**config.mk**
```make
export PLATFORM = sky130hd
export DESIGN_NAME = refclk_chooser
export DESIGN_NICKNAME = d
export VERILOG_FILES = /design/src/rtl/refsel_pkg.sv /design/src/rtl/refsel_sync.sv /design/src/rtl/refsel_monitor.sv /design/src/rtl/refsel_policy.sv /design/src/rtl/refclk_chooser.sv
export SDC_FILE = /design/constraint.sdc
export NUM_CORES = 1
export LEC_CHECK = 0
export BUFFER_PORTS_ARGS = -buffer_cell sky130_fd_sc_hd__buf_2
export CAP_MARGIN = 10
export CORE_MARGIN = 10
export CORE_UTILIZATION = 40
export CTS_CLUSTER_DIAMETER = 200
export DETAILED_ROUTE_END_ITERATION = 16
export PLACE_DENSITY_LB_ADDON = 0.25
export SLEW_MARGIN = 30
export SYNTH_ARGS = -nofsm -noshare
export SYNTH_HDL_FRONTEND = slang
export SYNTH_SLANG_ARGS = --single-unit
```
**constraint.sdc**
```tcl
create_clock -name clk_i -period 1.2 [get_ports clk_i]
set_input_delay 0.3 -clock clk_i [delete_from_list [all_inputs] [get_ports clk_i]]
set_output_delay 0.3 -clock clk_i [all_outputs]
set_load 0.005 [all_outputs]
```
**src/rtl/refsel_pkg.sv**
```systemverilog
package refsel_pkg;

   typedef enum logic [1:0] {
      POL_PIN       = 2'b00,
      POL_AUTO_HOLD = 2'b01,
      POL_AUTO_BACK = 2'b10,
      POL_REG       = 2'b11
   } policy_e;

   localparam int unsigned NUM_REFS = 2;

endpackage

```
**src/rtl/refsel_sync.sv**
```systemverilog
// Synchronizer chain with no reset: it carries the input level while reset is held.
module refsel_sync #(
   parameter int unsigned STAGES = 2
) (
   input  logic clk_i,
   input  logic d_i,
   output logic q_o
);
   generate
      if (STAGES < 2) begin : g_bad_stages
         $error("refsel_sync: STAGES must be at least 2");
      end
   endgenerate

   logic [STAGES-1:0] chain_q;

   always_ff @(posedge clk_i) begin
      chain_q <= {chain_q[STAGES-2:0], d_i};
   end

   assign q_o = chain_q[STAGES-1];
endmodule

```
**src/rtl/refsel_monitor.sv**
```systemverilog
// Edge watchdog for one reference that has already been synchronized.
module refsel_monitor #(
   parameter int unsigned LOSS_CYCLES   = 16,
   parameter int unsigned RECOVER_EDGES = 4
) (
   input  logic clk_i,
   input  logic rst_ni,
   input  logic sig_i,
   output logic valid_o
);
   localparam int unsigned GAP_W  = $clog2(LOSS_CYCLES + 1);
   localparam int unsigned GOOD_W = $clog2(RECOVER_EDGES + 1);

   generate
      if (LOSS_CYCLES < 4) begin : g_bad_loss
         $error("refsel_monitor: LOSS_CYCLES must be at least 4");
      end
      if (RECOVER_EDGES < 1) begin : g_bad_recover
         $error("refsel_monitor: RECOVER_EDGES must be at least 1");
      end
   endgenerate

   logic              prev_q;
   logic              rise;
   logic              expired;
   logic [GAP_W-1:0]  gap_q;
   logic [GOOD_W-1:0] good_q;
   logic              valid_q;

   assign rise    = sig_i & ~prev_q;
   assign expired = (gap_q == GAP_W'(LOSS_CYCLES));

   always_ff @(posedge clk_i) begin
      if (!rst_ni) begin
         prev_q  <= 1'b0;
         gap_q   <= '0;
         good_q  <= '0;
         valid_q <= 1'b0;
      end else begin
         prev_q <= sig_i;
         // count cycles since the last rising edge, saturating at the limit
         if (rise) begin
            gap_q <= '0;
         end else if (!expired) begin
            gap_q <= gap_q + 1'b1;
         end
         if (expired) begin
            // this edge, if there is one, only restarts the count
            valid_q <= 1'b0;
            good_q  <= '0;
         end else if (rise && !valid_q) begin
            if (good_q == GOOD_W'(RECOVER_EDGES - 1)) begin
               valid_q <= 1'b1;
               good_q  <= '0;
            end else begin
               good_q <= good_q + 1'b1;
            end
         end
      end
   end

   assign valid_o = valid_q;
endmodule

```
**src/rtl/refsel_policy.sv**
```systemverilog
// Selection decision under the four policies.
module refsel_policy
   import refsel_pkg::*;
(
   input  logic       clk_i,
   input  logic       rst_ni,
   input  policy_e    policy_i,
   input  logic       prim_i,
   input  logic       pin_i,
   input  logic [1:0] valid_i,
   output logic       active_o,
   output logic       switch_o
);
   policy_e pol_q;
   logic    prim_q;
   logic    active_q;
   logic    switch_q;
   logic    init_sel;
   logic    reeval;
   logic    pref;
   logic    nxt;

   assign init_sel = (policy_i == POL_PIN) ? pin_i : prim_i;
   assign reeval   = (policy_i != pol_q) || (prim_i != prim_q);

   // preferred choice: primary, else the other one, else keep the current one
   always_comb begin
      if (valid_i[prim_i]) begin
         pref = prim_i;
      end else if (valid_i[~prim_i]) begin
         pref = ~prim_i;
      end else begin
         pref = active_q;
      end
   end

   always_comb begin
      unique case (policy_i)
         POL_PIN:       nxt = pin_i;
         POL_REG:       nxt = prim_i;
         POL_AUTO_BACK: nxt = pref;
         POL_AUTO_HOLD: begin
            if (reeval) begin
               nxt = pref;
            end else if (valid_i[active_q]) begin
               nxt = active_q;
            end else if (valid_i[~active_q]) begin
               nxt = ~active_q;
            end else begin
               nxt = active_q;
            end
         end
         default:       nxt = active_q;
      endcase
   end

   always_ff @(posedge clk_i) begin
      if (!rst_ni) begin
         pol_q    <= policy_i;
         prim_q   <= prim_i;
         active_q <= init_sel;
         switch_q <= 1'b0;
      end else begin
         pol_q    <= policy_i;
         prim_q   <= prim_i;
         active_q <= nxt;
         switch_q <= (nxt != active_q);
      end
   end

   assign active_o = active_q;
   assign switch_o = switch_q;
endmodule

```
**src/rtl/refclk_chooser.sv**
```systemverilog
module refclk_chooser
   import refsel_pkg::*;
#(
   parameter int unsigned SYNC_STAGES   = 2,
   parameter int unsigned LOSS_CYCLES   = 16,
   parameter int unsigned RECOVER_EDGES = 4
) (
   input  logic       clk_i,
   input  logic       rst_ni,
   input  logic       ref0_i,
   input  logic       ref1_i,
   input  logic [1:0] policy_i,
   input  logic       sel_bit_i,
   input  logic       sel_pin_i,
   output logic       active_o,
   output logic [1:0] valid_o,
   output logic       switch_o,
   output logic       all_lost_o
);
   logic [NUM_REFS-1:0] ref_raw;
   logic [NUM_REFS-1:0] ref_sync;
   logic [NUM_REFS-1:0] ref_valid;
   logic                pin_sync;

   assign ref_raw = {ref1_i, ref0_i};

   generate
      for (genvar i = 0; i < NUM_REFS; i++) begin : g_ref
         refsel_sync #(.STAGES(SYNC_STAGES)) u_sync (
            .clk_i (clk_i),
            .d_i   (ref_raw[i]),
            .q_o   (ref_sync[i])
         );
         refsel_monitor #(
            .LOSS_CYCLES   (LOSS_CYCLES),
            .RECOVER_EDGES (RECOVER_EDGES)
         ) u_mon (
            .clk_i   (clk_i),
            .rst_ni  (rst_ni),
            .sig_i   (ref_sync[i]),
            .valid_o (ref_valid[i])
         );
      end
   endgenerate

   refsel_sync #(.STAGES(SYNC_STAGES)) u_pin_sync (
      .clk_i (clk_i),
      .d_i   (sel_pin_i),
      .q_o   (pin_sync)
   );

   refsel_policy u_policy (
      .clk_i    (clk_i),
      .rst_ni   (rst_ni),
      .policy_i (policy_e'(policy_i)),
      .prim_i   (sel_bit_i),
      .pin_i    (pin_sync),
      .valid_i  (ref_valid),
      .active_o (active_o),
      .switch_o (switch_o)
   );

   assign valid_o    = ref_valid;
   assign all_lost_o = ~|ref_valid;
endmodule

```
==> results of run 1 <==
==> worst register-to-register path, cell delays in order, from the launching register on <==
cell,delay (ns)
dfxtp_2,0.33
or4b_4,0.52
o21ai_4,0.17
a211o_1,0.14
nand3b_1,0.06
==> cells by family after synthesis <==
family          Yosys count  synth area share, %
flops                    31                 49.3
buf+inv                  10                 3.58
mux                       3                 2.39
fa+ha+maj                 6                 5.96
xor+xnor                  9                 6.26
simple gates             55                 23.5
compound gates           17                 9.05
==> per-stage QoR <==
stage | worst slack (ns) | instances | total power [mW] | util [%] | hold WS (ns)
finish | -0.122 | 213 | 1.91 | 58.4 | 0.0769
global route | -0.166 | 213 | 2.01 | 58.4 | 0.0558
CTS | -0.126 | 213 | 1.92 | 56.2 | 0.0622
detailed placement | -0.187 | 199 | 1.35 | 49.3 | 0.315
global placement | -0.167 | 199 | 1.33 | 49.3 | 0.310
floorplan | -0.0688 | 131 | 1.25 | - | 0.310
==> layer usage <==
| layer | GRT usage [%] | vias to the layer above | share of wire (%) |
|---|---|---|---|
| met5 | 0 | - | 0 |
| met4 | 4.09 | 0 | 2.2 |
| met3 | 3.30 | 8 | 3.8 |
| met2 | 16.0 | 12 | 53 |
| met1 | 8.86 | 461 | 41 |
| li1 | - | 521 | - |
==> registers in the layout (all words and copies together), names as in the netlist <==
signal	count
g_ref.u_mon.good_q	6
u_pin_sync.chain_q	2
g_ref.u_mon.prev_q	2
u_policy.prim_q	1
u_policy.pol_q	2
g_ref.u_mon.gap_q	10
u_policy.switch_o	1
g_ref.u_mon.valid_o	2
g_ref.u_sync.chain_q	4
u_policy.active_o	1
==> what timing repair did <==
| item | 4_1_cts | 5_1_grt |
|---|---|---|
| pin swaps | 9 | 13 |
| setup endpoints to repair | 12 | 20 |
| hold endpoints to repair | 0 | 0 |
| buffers inserted | 8 | 0 |
| gates resized for setup | 29 | 17 |
==> cell usage in the layout (no fill, tap or decap), types with 2 or more instances in the layout <==
master,count
nand2b_4,2
dfxtp_1,22
xor2_1,5
inv_1,3
nor2_2,2
nand2b_1,2
ha_1,3
nand3_1,6
inv_2,4
clkbuf_4,5
dfxtp_2,8
buf_2,9
and2_1,2
ha_4,2
a211o_1,2
nor2_1,13
o21ai_0,2
nor3_2,4
mux2i_1,3
buf_4,18
a21oi_1,5
nor2b_1,6
xnor2_1,3
nand2_1,4
buf_6,8
nor2_4,2
==> cell type report <==
| class | instances | area, µm² |
|---|---|---|
| inverters | 7 | 26.3 |
| repair buffers | 35 | 270 |
| fillers | 280 | 1260 |
| flip-flops and latches | 31 | 634 |
| clock buffers | 6 | 41.3 |
| well taps | 44 | 55.1 |
| multi-input cells | 90 | 741 |
==> how the worst max path moves through the flow <==
stage	from	end	slack [ns]	cells past startpoint
final	u_policy.prim_q$_DFF_P_	u_policy.switch_o$_SDFF_PN0_	-0.12	4
after global placement	policy_i[1]	u_policy.switch_o$_SDFF_PN0_	-0.17	5
after global routing	u_policy.active_o$_DFF_P_	u_policy.active_o$_DFF_P_	-0.17	4
after CTS	u_policy.pol_q[1]$_DFF_P_	u_policy.switch_o$_SDFF_PN0_	-0.13	4
after detailed placement	policy_i[1]	u_policy.switch_o$_SDFF_PN0_	-0.19	5
after floorplan	u_policy.active_o$_DFF_P_	u_policy.switch_o$_SDFF_PN0_	-0.07	4
==> power by group through the flow <==
stage / clock network (mW) / logic [mW] / registers, mW
floorplan: 0 / 0.119 / 1.13
global placement: 0 / 0.206 / 1.13
detailed placement: 0 / 0.217 / 1.13
CTS: 0.553 / 0.258 / 1.11
global route: 0.588 / 0.307 / 1.11
finish: 0.531 / 0.273 / 1.11
==> summary.md, run 1 <==
| Metric | Value |
|---|---|
| Crit end category | `flop` |
| Wirelength, routed | `2540 µm` |
| Final min period | `1.32 ns` |
| HP Start | `sel_pin_i` |
| Hold buffer count at CTS | `0` |
| Max Clock Skew | `0.00743 ns` |
| Part of the power in registers | `58.0%` |
| Placed cell area | `0.00149 mm²` |
| Number of hold violations in the final report | `0` |
| CTS tree | `done` |
| R2R setup slack | `-0.12 ns` |
| # port buffers | `12` |
| End of the worst hold path | `u_pin_sync.chain_q[0]$_DFF_P_` |
| Fin Setup TNS | `-0.317 ns` |
| Post-synth top area cell | `dfxtp_1` |
| Post-synth EDFFs | `0` |
| DP Wirelength | `1840 µm` |
| Clock Tree Root | `clkbuf_4` |
| Initial drt markers | `45` |
| Synth Flop Type | `dfxtp_1` |
| Mapped Area | `0.00126 mm²` |
| Die height | `76.1 µm` |
| WP data required | `1.41 ns` |
| CP Class | `reg -> reg` |
| Share of cells above drive strength 1 | `46.7%` |
| Vias post-DR | `1002` |
| Drt via density | `4.70` |
| Global-route wire length before repair | `4310 µm` |
| Register clock-pin slew on the reported worst setup and hold paths | `0.09 ns` |
| Synth Instances | `131` |
| Row count | `20` |
| Max_cap viols | `0` |
| Final worst path period share | `110%` |
| Worst reg2reg startpoint | `u_policy.prim_q$_DFF_P_` |
| Switching Share | `25.0%` |
| Hold Path Class | `in -> reg` |
| CP Launch Type | `flop` |
| Worst path max stage delay | `0.52 ns` |
| Async set-reset flop share out of synthesis | `0%` |
| # IOs | `13` |
| Post-synthesis area per instance | `9.61 µm²` |
| Slew margin rel. | `78.1%` |
| Antenna diode count | `0` |
| Initial antenna violation count | `0` |
| Sequential area share after synthesis | `49.3%` |
| Core region area | `0.00303 mm²` |
| RSZ-0062 raised after global routing | `true` |
| Count leader, synth | `dfxtp_1` |
| Failing checks | `setup timing` |
| Hold depth | `1` |
| Synth top area share | `49.3%` |
| R2r worst-path depth | `4` |
| PwrDens | `1080 mW/mm²` |
| Nets@finish | `184` |
| Clock Tree Buf Depth | `2` |
| Post-route setup slack | `-0.122 ns` |
| Fin area | `0.00177 mm²` |
| Synth Net Count | `145` |
| CP Data Arrival Time | `1.53 ns` |
| Max VDD drop | `0.785 mV` |
| Clock power share | `27.8%` |
| Slowest-stage cell, CP | `or4b_4` |
| Slew Limit Fails | `0` |
| Vias in the first global route | `1041` |
| Internal | `1.43 mW` |
| Top cell family by delay on the critical path | `simple AND/OR/NAND/NOR gates` |
| All-Layer GR Usage | `8.89%` |
| Post-route DRC | `0` |
| Syn. warnings | `0` |
| Worst path cell trace | `or4b_4 > o21ai_4 > a211o_1 > nand3b_1` |
| Achievable Freq | `757 MHz` |
| LEAKAGE | `0.715 nW` |
| WP buf/inv | `0` |
| GRT Residual Overflow | `0` |
| Yosys cell types | `31` |
| Drt pass-1 iters | `3` |
| Post-synthesis register bit count | `31` |
| Comb power frac | `14.3%` |
| Die area | `0.00579 mm²` |
| Reg-to-Reg End | `u_policy.switch_o$_SDFF_PN0_` |
| Max H-tree Level | `2` |
| CTS Sinks | `31` |
| Die Wd | `76.1 µm` |
| Synth-to-Final Area Change | `40.5%` |
| RD Place Congestion | `0.853` |
| Final antenna-violating net count | `0` |
| Worst-Skew Late Latency | `0.32 ns` |
| Worst-Margin Slew | `0.328 ns` |
| Pin count of the biggest net entering global routing | `9` |
| Outcome | `complete, but fails checks` |
| Most area-consuming cells after synthesis | `dfxtp_1 (49%), ha_1 (6.0%), nor2_1 (5.1%), nor2b_1 (3.5%), xor2_1 (3.5%)` |
| Initial core utilization | `41.6%` |
| Sw Pwr | `478 µW` |
| Drt wl/cell | `11.9 µm` |
| Worst-path maximum fanout | `3` |
| Inserted Clock Buffers | `5` |
| # setup viols final | `5` |
| Top cells by count, synth | `dfxtp_1 (31), nor2_1 (17), inv_1 (7), nor2b_1 (7)` |
No activity file was read; power rests on OpenSTA's default activity.
==> inputs of run 2 (changes only) <==
- CORE_MARGIN: 10 -> default
==> run 2 against run 1 <==
Net effect: power increased by 0.95%; critical endpoint unchanged; sequential cell count is the same; design area shrank 3.2%; critical path depth stayed put; sequential power is essentially flat; via count is 0.80% higher; die area shrank 42%; the flow still finishes with violations (setup timing).
==> summary.md, run 2 (synthesis gave the netlist of run 1 again) <==
| Metric | Value |
|---|---|
| Placed cell area | `0.00149 mm²` |
| Die height | `58.1 µm` |
| Worst reg2reg startpoint | `u_policy.pol_q[1]$_DFF_P_` |
| Die Wd | `58.1 µm` |
| Pin count of the biggest net entering global routing | `10` |
| Worst path max stage delay | `0.52 ns` |
| RD Place Congestion | `0.789` |
| Drt pass-1 iters | `4` |
| Slowest-stage cell, CP | `or4b_4` |
| Failing checks | `setup timing` |
| CP Data Arrival Time | `1.56 ns` |
| Synth-to-Final Area Change | `36.0%` |
| Core region area | `0.00288 mm²` |
| GRT Residual Overflow | `0` |
| Final antenna-violating net count | `0` |
| DP Worst Slack | `-0.214 ns` |
| Commonest non-fill, non-tap cell in the layout | `dfxtp_1` |
| Nets@finish | `181` |
| Max VDD drop | `0.768 mV` |
| Reg-to-Reg End | `u_policy.switch_o$_SDFF_PN0_` |
| CTS tree | `done` |
| Die area | `0.00338 mm²` |
| Slew margin rel. | `78.1%` |
| Vias in the first global route | `1020` |
| WP data required | `1.42 ns` |
| Initial antenna violation count | `0` |
| Global-route wire length before repair | `4190 µm` |
| Fin Setup TNS | `-0.356 ns` |
| # IOs | `13` |
| Drt via density | `4.81` |
| Met2 Use GR | `30.4%` |
| Crit end category | `flop` |
| Met3 usage | `4.69%` |
| Met1 usage | `17.6%` |
| Vias post-DR | `1010` |
| End of the worst hold path | `g_ref[1].u_sync.chain_q[0]$_DFF_P_` |
| Final min period | `1.35 ns` |
| Hold Path Class | `in -> reg` |
| Inserted Clock Buffers | `5` |
| CTS Sinks | `31` |
| HP Start | `ref1_i` |
| WHS | `0.0759 ns` |
| Worst-path maximum fanout | `3` |
| Max H-tree Level | `2` |
| All-Layer GR Usage | `16.7%` |
| Final worst path period share | `112%` |
| R2R setup slack | `-0.15 ns` |
| DP Wirelength | `1730 µm` |
| # port buffers | `12` |
| R2r worst-path depth | `4` |
| Largest registers | `g_ref.u_mon.gap_q x10, g_ref.u_mon.good_q x6, g_ref.u_sync.chain_q x4` |
| Worst-Margin Slew | `0.324 ns` |
| LEAKAGE | `0.706 nW` |
| Initial drt markers | `33` |
| Register clock-pin slew on the reported worst setup and hold paths | `0.10 ns` |
| Outcome | `complete, but fails checks` |
| Share of cells above drive strength 1 | `41.1%` |
| PwrDens | `1130 mW/mm²` |
| Clock Tree Root | `clkbuf_4` |
| CP Class | `reg -> reg` |
| Slew Limit Fails | `0` |
| Antenna diode count | `0` |
| FILL cells | `257` |
| Max reg flops | `10` |
| RSZ-0062 raised after global routing | `true` |
| Most flop-heavy register | `g_ref.u_mon.gap_q` |
| Worst path cell trace | `or4b_4 > o21ai_4 > a211o_1 > nand3b_1` |
| Drt wl/cell | `11.9 µm` |
| Initial core utilization | `43.8%` |
| Post-route setup slack | `-0.146 ns` |
| Most used routing layer | `met2` |
| Most frequent cells in the layout | `dfxtp_1 (23), buf_4 (16), nor2_1 (15)` |
| Post-route DRC | `0` |
| Fin area | `0.00171 mm²` |
| CP Launch Type | `flop` |
| # setup viols final | `3` |
| Max Clock Skew | `0.0157 ns` |
| Row count | `19` |
| Wirelength, routed | `2510 µm` |
| Max_cap viols | `0` |
| Clock Tree Buf Depth | `2` |
| Number of hold violations in the final report | `0` |
| Worst-Skew Late Latency | `0.32 ns` |
| Achievable Freq | `743 MHz` |
| Hold depth | `1` |
run 2: changes by cell type in the layout (fill, tap and decap cells not counted), moves of 2 or more:
cell	change
nor2_1	+2
nor3_1	+2
nor3_2	-2
buf_4	-2
run 2: report_power, final:
part           internal, mW  leakage, nW  switching [mW]
Combinational         0.138        0.418           0.122
Clock                 0.228       0.0293           0.335
Sequential             1.08        0.258          0.0285
Total                  1.45        0.706           0.485
run 2: metal layers:
metal	share of wire [%]	wire, µm
met1	44	1090
met5	0	0
met4	1.8	45
met3	2.8	71
met2	52	1300
run 2: repair_timing:
item | CTS | global route
setup buffers | 3 | 2
setup endpoints to repair | 17 | 19
resized for setup | 25 | 10
pin swaps | 7 | 4
hold buffers | 0 | 0
run 2: metrics by stage:
stage          utilization [%]  instances  power, mW
2_1_floorplan                -        131       1.25
4_1_cts                   57.5        208       1.93
3_5_place_dp              51.8        197       1.34
3_3_place_gp              51.8        197       1.33
5_1_grt                   59.5        210       2.03
6_report                  59.5        210       1.93
run 2: cell type report:
cell class / count / area [µm²] / area share (%)
Inverter: 7 / 26.3 / 1.54
Clock inverter: 1 / 5.00 / 0.292
Timing Repair Buffer: 32 / 244 / 14.3
Tap cell: 42 / 52.6 / 3.07
Sequential cell: 31 / 633 / 37.0
Clock buffer: 7 / 45.0 / 2.63
Multi-Input combinational cell: 90 / 706 / 41.2
run 2: worst max-delay path, delay by kind of cell, from the launching register on:
kind / cells / cell delay (ns)
AOI/OAI and AO/OA: 2 / 0.31
and+or+nand+nor: 2 / 0.59
DFF: 1 / 0.34
run 2: worst max path at each step:
stage	startpoint	to
6_report	u_policy.pol_q[1]$_DFF_P_	u_policy.switch_o$_SDFF_PN0_
3_3_place_gp	policy_i[1]	u_policy.switch_o$_SDFF_PN0_
3_5_place_dp	policy_i[1]	u_policy.switch_o$_SDFF_PN0_
2_1_floorplan	u_policy.active_o$_DFF_P_	u_policy.switch_o$_SDFF_PN0_
5_1_grt	u_policy.pol_q[1]$_DFF_P_	u_policy.switch_o$_SDFF_PN0_
4_1_cts	u_policy.pol_q[1]$_DFF_P_	u_policy.switch_o$_SDFF_PN0_
